### src/rtl/recog_seq_pkg.sv
// Shared types for the recognition session sequencer.
package recog_seq_pkg;
    typedef enum logic [2:0] {
        ST_CAPTURE    = 3'd0,
        ST_IRQ        = 3'd1,
        ST_WAIT_DONE  = 3'd2,
        ST_SCORE_GO   = 3'd3,
        ST_SCORE_WAIT = 3'd4,
        ST_FINISH     = 3'd5
    } seq_state_t;
endpackage

### src/rtl/rs_switch_edge.sv
// Registers the user switch and reports press (0->1) and release (1->0)
// transitions. Assumes the switch is already debounced. The history register
// resets to 1, so a switch held through reset gives no press.
module rs_switch_edge (
    input  logic clk,
    input  logic rst_n,
    input  logic sw,
    output logic press,
    output logic release_ev
);
    logic sw_q;

    // Remember last cycle's switch level.
    always_ff @(posedge clk) begin
        if (!rst_n) sw_q <= 1'b1;
        else        sw_q <= sw;
    end

    assign press      = sw & ~sw_q;
    assign release_ev = ~sw & sw_q;
endmodule

### src/rtl/rs_best_tracker.sv
// Running arg-max over the scores of one session. A strictly larger score
// replaces the current best, so on a tie the earlier (lower) index is kept.
// Assumes words arrive in increasing index order.
module rs_best_tracker #(
    parameter int SCORE_W = 16,
    parameter int IDX_W   = 4
) (
    input  logic               clk,
    input  logic               rst_n,
    input  logic               clear,
    input  logic               update,
    input  logic [IDX_W-1:0]   idx,
    input  logic [SCORE_W-1:0] score,
    output logic [IDX_W-1:0]   best_idx
);
    logic [SCORE_W-1:0] best_score;
    logic               have_one;

    // Hold the best score and its index; clear at session start.
    always_ff @(posedge clk) begin
        if (!rst_n || clear) begin
            best_score <= '0;
            best_idx   <= '0;
            have_one   <= 1'b0;
        end else if (update && (!have_one || score > best_score)) begin
            best_score <= score;
            best_idx   <= idx;
            have_one   <= 1'b1;
        end
    end
endmodule

### src/rtl/rs_seq_fsm.sv
// Session state machine: capture, interrupt the host, wait for the done
// strobe, then score every word model in order and report completion.
// Assumes large_mode is constant outside reset.
module rs_seq_fsm
    import recog_seq_pkg::*;
#(
    parameter int NUM_WORDS = 10,
    parameter int IDX_W     = 4
) (
    input  logic             clk,
    input  logic             rst_n,
    input  logic             large_mode,
    input  logic             sw_press,
    input  logic             sw_release,
    input  logic             vad_end,
    input  logic             host_ack,
    input  logic             host_done,
    input  logic             score_done,
    output logic             capture_en,
    output logic             host_irq,
    output logic             score_start,
    output logic             result_wr,
    output logic             session_done,
    output logic             clear_best,
    output logic [IDX_W-1:0] word_idx
);
    localparam logic [IDX_W-1:0] LAST_IDX = IDX_W'(NUM_WORDS - 1);

    seq_state_t state, state_nx;
    logic       stop_trig;
    logic       last_word;

    assign stop_trig = large_mode ? vad_end : sw_press;
    assign last_word = (word_idx == LAST_IDX);
    assign clear_best = ((state == ST_IRQ) || (state == ST_WAIT_DONE)) && host_done;

    // Next-state selection.
    always_comb begin
        state_nx = state;
        case (state)
            ST_CAPTURE:    if (stop_trig) state_nx = ST_IRQ;
            ST_IRQ:        if (host_done) state_nx = ST_SCORE_GO;
                           else if (host_ack) state_nx = ST_WAIT_DONE;
            ST_WAIT_DONE:  if (host_done) state_nx = ST_SCORE_GO;
            ST_SCORE_GO:   state_nx = ST_SCORE_WAIT;
            ST_SCORE_WAIT: if (score_done) state_nx = last_word ? ST_FINISH : ST_SCORE_GO;
            ST_FINISH:     if (sw_release) state_nx = ST_CAPTURE;
            default:       state_nx = ST_CAPTURE;
        endcase
    end

    // State register.
    always_ff @(posedge clk) begin
        if (!rst_n) state <= ST_CAPTURE;
        else        state <= state_nx;
    end

    // Word counter: cleared at session start, advanced after each result.
    always_ff @(posedge clk) begin
        if (!rst_n || clear_best)
            word_idx <= '0;
        else if ((state == ST_SCORE_WAIT) && score_done && !last_word)
            word_idx <= word_idx + 1'b1;
    end

    assign capture_en   = (state == ST_CAPTURE);
    assign host_irq     = (state == ST_IRQ);
    assign score_start  = (state == ST_SCORE_GO);
    assign result_wr    = (state == ST_SCORE_WAIT) && score_done;
    assign session_done = (state == ST_FINISH);
endmodule

### src/rtl/recog_seq_ctrl.sv
// Top of the recognition session sequencer. Latches the vocabulary mode while
// reset is held, detects switch transitions, runs the session state machine
// and tracks the best-scoring word for the display.
module recog_seq_ctrl #(
    parameter int NUM_WORDS = 10,
    parameter int SCORE_W   = 16,
    localparam int IDX_W    = (NUM_WORDS > 1) ? $clog2(NUM_WORDS) : 1
) (
    input  logic               clk,
    input  logic               rst_n,
    input  logic               mode_sw,
    input  logic               stop_sw,
    input  logic               vad_end,
    input  logic               host_ack,
    input  logic               host_done,
    input  logic               score_done,
    input  logic [SCORE_W-1:0] score_value,
    output logic               capture_en,
    output logic               host_irq,
    output logic               large_mode,
    output logic               score_start,
    output logic [IDX_W-1:0]   word_idx,
    output logic               result_wr,
    output logic               session_done,
    output logic [IDX_W-1:0]   led_word
);
    logic sw_press, sw_release, clear_best;

    // Mode switch is sampled only while reset is asserted.
    always_ff @(posedge clk) begin
        if (!rst_n) large_mode <= mode_sw;
    end

    rs_switch_edge u_edge (
        .clk        (clk),
        .rst_n      (rst_n),
        .sw         (stop_sw),
        .press      (sw_press),
        .release_ev (sw_release)
    );

    rs_seq_fsm #(.NUM_WORDS(NUM_WORDS), .IDX_W(IDX_W)) u_fsm (
        .clk          (clk),
        .rst_n        (rst_n),
        .large_mode   (large_mode),
        .sw_press     (sw_press),
        .sw_release   (sw_release),
        .vad_end      (vad_end),
        .host_ack     (host_ack),
        .host_done    (host_done),
        .score_done   (score_done),
        .capture_en   (capture_en),
        .host_irq     (host_irq),
        .score_start  (score_start),
        .result_wr    (result_wr),
        .session_done (session_done),
        .clear_best   (clear_best),
        .word_idx     (word_idx)
    );

    rs_best_tracker #(.SCORE_W(SCORE_W), .IDX_W(IDX_W)) u_best (
        .clk      (clk),
        .rst_n    (rst_n),
        .clear    (clear_best),
        .update   (result_wr),
        .idx      (word_idx),
        .score    (score_value),
        .best_idx (led_word)
    );
endmodule

### config.mk
export PLATFORM = sky130hd
export DESIGN_NAME = recog_seq_ctrl
export DESIGN_NICKNAME = d
export VERILOG_FILES = /design/src/rtl/recog_seq_pkg.sv /design/src/rtl/rs_switch_edge.sv /design/src/rtl/rs_best_tracker.sv /design/src/rtl/rs_seq_fsm.sv /design/src/rtl/recog_seq_ctrl.sv
export SDC_FILE = /design/constraint.sdc
export NUM_CORES = 1
export LEC_CHECK = 0
export BUFFER_PORTS_ARGS = -buffer_cell sky130_fd_sc_hd__buf_4
export CORE_ASPECT_RATIO = 1.4
export CORE_MARGIN = 3
export CORE_UTILIZATION = 43
export CTS_BUF_LIST = sky130_fd_sc_hd__clkbuf_4
export CTS_CLUSTER_DIAMETER = 40
export DETAILED_ROUTE_END_ITERATION = 12
export GPL_TIMING_DRIVEN = 0
export PLACE_DENSITY_LB_ADDON = 0.08
export SLEW_MARGIN = 10
export SYNTH_ARGS = -nofsm -noshare
export SYNTH_HDL_FRONTEND = slang
export SYNTH_SLANG_ARGS = --single-unit
### constraint.sdc
create_clock -name clk -period 4.7 [get_ports clk]
set_input_delay 0.705 -clock clk [delete_from_list [all_inputs] [get_ports clk]]
set_output_delay 0.705 -clock clk [all_outputs]
set_load 0.02 [all_outputs]
-- After elaboration in Yosys (flattened, before gate mapping)
Index checks and enable logic that the tools add are counted.
- output and inout port bits: 14
- register bits after elaboration: 30
- input bits: 24
- add/subtract/negate cells: 1
- muxes and demuxes: 9
- eq/ne operators: 11
- reductions and logical operators: 12
- bitwise operators: 4
- order comparisons: 1
- operator list (cell ; count):
    two-way mux 3 bit ; 7
    one-hot mux 3 bit (6 select lines) ; 1
    > comparator 16 bit ; 1
    == test 3 x 2 -> 1 bit (second input constant) ; 2
    == test 3 bit (second input constant) ; 2
    AND reduction 5 bit ; 1
    adder 4 x 1 -> 4 bit (second input constant) ; 1
    == test 4 bit (second input constant) ; 1
    logical AND 1 bit ; 4
    != test 2 x 1 -> 1 bit (second input constant) ; 2
    != test 2 bit (second input constant) ; 2
    == test 3 x 1 -> 1 bit (second input constant) ; 1
    logical NOT 1 bit ; 3
    logical NOT 3 bit ; 1
    logical OR 1 bit ; 3
    != test 3 bit (second input constant) ; 1
    AND 1 bit ; 2
    inverter 1 bit ; 2
    two-way mux 1 bit ; 1

-- Depth between registers and ports, before layout
- word-level depth: 5
- gate-level depth with buffers: 8
- mapped depth without buffers: 7

-- Modules after synthesis
Synthesis repeated with hierarchy kept, for this count alone.
- cells, all modules: 211
- area total of the unflattened synthesis: 1829.3 um^2
- by module, submodules not included (module ; cells an instance ; sequential area each (um^2) ; instances ; area an instance (um^2)):
    rs_best_tracker ; 148 ; 420.4 ; 1 ; 1272.5
    rs_seq_fsm ; 57 ; 140.1 ; 1 ; 484.2
    rs_switch_edge ; 4 ; 20.0 ; 1 ; 38.8
    recog_seq_ctrl ; 2 ; 30.0 ; 1 ; 33.8

-- Worst setup path before layout
No wires, ideal clock.
- path kind: input to register
- start point: input port score_value[15]
- end point: register u_best.best_idx[0]
- stages on the path: 7
- path buffers: 1
- required time: 4.565 ns
- setup slack: 2.381 ns
- data arrival time: 2.184 ns
- cell sequence: ha_1 nand4_2 nor4_2 a21bo_2 clkbuf_1 a32oi_1 o41ai_2
- word-level cells in the longest chain between the ends: 3
- ends and longest elaborated chain (what ; RTL line ; source):
    start: declaration ; recog_seq_ctrl.sv:17 ; input logic [SCORE_W-1:0] score_value,
    > comparator 16 bit ; rs_best_tracker.sv:25 ; end else if (update && (!have_one || score > best_score)) begin
    logical OR 1 bit ; rs_best_tracker.sv:25 ;
    logical AND 1 bit ; rs_best_tracker.sv:25 ;
    end signal: assignment ; rs_best_tracker.sv:27 ; best_idx <= idx;
    end: declaration ; rs_best_tracker.sv:14 ; output logic [IDX_W-1:0] best_idx
No other way between the ends.
A chain may end at the register's enable or synchronous reset.

-- Worst setup path in the final report
- start point: input port score_value[7]
- end point: register u_best.best_score[4]
- word-level cells in the longest chain between the ends: 3
- ends and longest elaborated chain (what ; RTL line ; source):
    > comparator 16 bit ; rs_best_tracker.sv:25 ;
    logical OR 1 bit ; rs_best_tracker.sv:25 ;
    logical AND 1 bit ; rs_best_tracker.sv:25 ;
    end signal: assignment ; rs_best_tracker.sv:26 ; best_score <= score;
    end: declaration ; rs_best_tracker.sv:16 ; logic [SCORE_W-1:0] best_score;
No other way between the ends.

==> results.toml <==
[setup_path]
criticalPathCategory = "input port to register"
reg2reg_depth = 8
cp.arrival_ns = 2.66
cp-end-kind = "register"
worst_ep_required_time_ns = 4.92
endpoint = "u_best.best_score[4]"
rr_startpoint = "u_best.best_score[15]"
reg2reg_to = "u_best.best_score[4]"
crit_path_start = "score_value[7]"
max_stage_delay_ns = 0.38
reg2reg_slack_ns = 2.30
crit_path_top_delay_cell = "nor4_2"
path_max_fanout = 10
cp-start-kind = "input port"
crit_chain = "buf_4 > ha_1 > nand4_1 > nor4_2 > a21bo_2 > clkbuf_1 > a32oi_1 > o41ai_2"

[power]
power.leakage_nw = 1.23
comb_power_share_pct = 32.0
swShare_pct = 36.2
p_int_mw = 0.465
ir_drop_mv = 0.136
switchingPower_mw = 0.264
pwr_density_cell_nw_per_um2 = 249
seqPwrFrac_pct = 37.4
p_clk_share_pct = 30.6

[clock_tree]
cts_resized = 0
ctsHoldBuffers = 0
cts_setup_buffers = 0
clk-insertion-delay-late_ns = 0.34
cts_tree = "yes"
cts_root_buffer = "clkbuf_4"
htreeDepth = 2
numClockSinks = 30
clockBufferDepth = 2
path_clk_slew_ns = 0.10
cts_made_buffers = 5

[route]
via_per_inst = 5.97
totalWireLength_mm = 6.82
drtPass1Iterations = 4
drtAntennaViolNets = 0
drt_iter0_drc = 188
detail_route.wl_per_cell_um = 16.7
routed-via-count = 2434
drc = 0

[die]
core_area_um2 = 5570
initial_core_util_pct = 44.8
dieWidth_um = 70.3
fp.dieH_um = 96.1
rows = 32
die_area_um2 = 6760
io_pins = 38

[cells_and_area]
mostFrequentLayoutCell = "inv_1"
area_growth_pct = 17.6
layout_common_cells = "41 x inv_1, 36 x buf_4, 29 x dfxtp_1"
diodes = 0
drive_gt1_share_pct = 21.8
nets = 381
final_cells = 408

[global_routing]
grt_max_degree = 11
grt_pass1_wl_mm = 11.3
track_usage_pct = 20.7
antenna_found_initial = 0
overflow = 0
grt_pass1_vias = 2404

[yosys]
synth_top_flop_cell = "dfxtp_1"
synth.distinct_cells = 40
synth_seq_cells = 30
synth_seq_area_share_pct = 24.5
syn_nets = 338
synth_edf_count = 1
ys_warn_count = 0
syn_avg_cell_area_um2 = 8.42
synth_cells = 296
syn_area_um2 = 2490
synthArstFlopShare_pct = 0

[placement]
port_buffers = 36
routabilityCongestion = 0.843
placed_cells = 400
dp_hpwl_mm = 4.94

[sta]
max_freq_ghz = 0.410
finalHoldViolations = 0
tightest_slew_ns = 0.770
finalSetupViolations = 0
whs_ns = 0.529
tns_ns = 0
drv_slew = 0
period_needed_ns = 2.44
clock-skew-final_ns = 0.00713
relSlewSlack_pct = 48.7
finalCritPeriodShare_pct = 51.9
rsz0062_at_grt = "no"

[run]
maxCapViolCount = 0

[hold_path]
hp-class = "input port to register"

[outcome]
status = "finished clean"
## per-layer routing
layer	global-route usage, %	part of all wire, %	up-vias
li1	-	-	1211
met1	25.2	43	1144
met2	36.3	52	72
met3	3.55	4.0	7
met4	7.99	1.7	0
met5	0	0	-
## power groups by stage
| stage | logic [mW] | registers [mW] | clock network [mW] |
|---|---|---|---|
| 2_1_floorplan | 0.153 | 0.277 | 0 |
| 3_3_place_gp | 0.229 | 0.278 | 0 |
| 3_5_place_dp | 0.231 | 0.279 | 0 |
| 4_1_cts | 0.232 | 0.273 | 0.226 |
| 5_1_grt | 0.259 | 0.274 | 0.238 |
| 6_report | 0.233 | 0.273 | 0.223 |
## synthesized netlist by cell type, types with 2 or more instances
cell / n / share of area [%]
o41ai_2: 20 / 13
a211oi_1: 2 / 0.60
nand2b_1: 3 / 0.75
nand4_1: 3 / 0.75
nand2_1: 11 / 1.7
buf_2: 3 / 0.60
nor2_1: 10 / 1.5
nor2b_1: 4 / 1.0
o211ai_1: 21 / 6.3
ha_1: 18 / 9.0
a32oi_1: 20 / 7.0
a21oi_1: 9 / 1.8
nor4_1: 20 / 5.0
xnor2_1: 4 / 1.4
and3_1: 21 / 5.3
inv_1: 41 / 6.2
nor3_1: 4 / 0.80
clkbuf_1: 27 / 4.1
nor3b_1: 2 / 0.60
a211o_1: 2 / 0.70
o21ai_0: 3 / 0.60
dfxtp_1: 29 / 23
buf_6: 2 / 0.90
## worst max-delay path: cells and delay by family
kind / cells / cell delay, ns
AOI/OAI and AO/OA: 3 / 0.73
adders and majority gates: 1 / 0.30
buffers and inverters: 2 / 0.36
and+or+nand+nor: 2 / 0.56
## cell families after synthesis
kind of cell	count (synthesis)	synth area share [%]
and+or+nand+nor	86	20.4
AOI/OAI and AO/OA	85	32.9
buffers and inverters	73	11.7
DFF	30	24.5
adders and majority gates	18	9.04
xor gates and xnor gates	4	1.41
## worst min path at each step
stage	startpoint	end	slack, ns	cells after the start
after floorplan	u_best.have_one	u_best.have_one	0.45	2
after global placement	u_best.have_one	u_best.have_one	0.49	2
after detailed placement	u_best.have_one	u_best.have_one	0.49	2
after CTS	u_best.have_one	u_best.have_one	0.52	2
after global routing	mode_sw	large_mode	0.52	1
final	mode_sw	large_mode	0.53	1
## area by class of cell
class | instances | area, um^2
flip-flops and latches | 30 | 611
clock buffers | 7 | 52.6
clock inverters | 1 | 30.0
well taps | 68 | 85.1
plain buffers | 32 | 139
inverters | 41 | 154
multi-input cells | 193 | 1590
fillers | 573 | 2640
repair buffers | 36 | 270
## sequential cells by signal, indices dropped and copies added, names as in the netlist
signal / count
large_mode: 1
u_best.best_idx: 4
u_best.best_score: 16
u_best.have_one: 1
u_edge.sw_q: 1
u_fsm.state: 3
u_fsm.word_idx: 4
## through the flow
step | power [mW] | instance area, um^2 | setup slack [ns] | utilization (%)
after floorplan | 0.430 | 2490 | 2.38 | -
after global placement | 0.507 | 2850 | 1.90 | 51.2
after detailed placement | 0.510 | 2850 | 1.89 | 51.2
after CTS | 0.731 | 2930 | 2.25 | 52.7
after global routing | 0.771 | 2930 | 2.15 | 52.7
final | 0.729 | 2930 | 2.26 | 52.7
No activity file was read; power rests on OpenSTA's default activity.
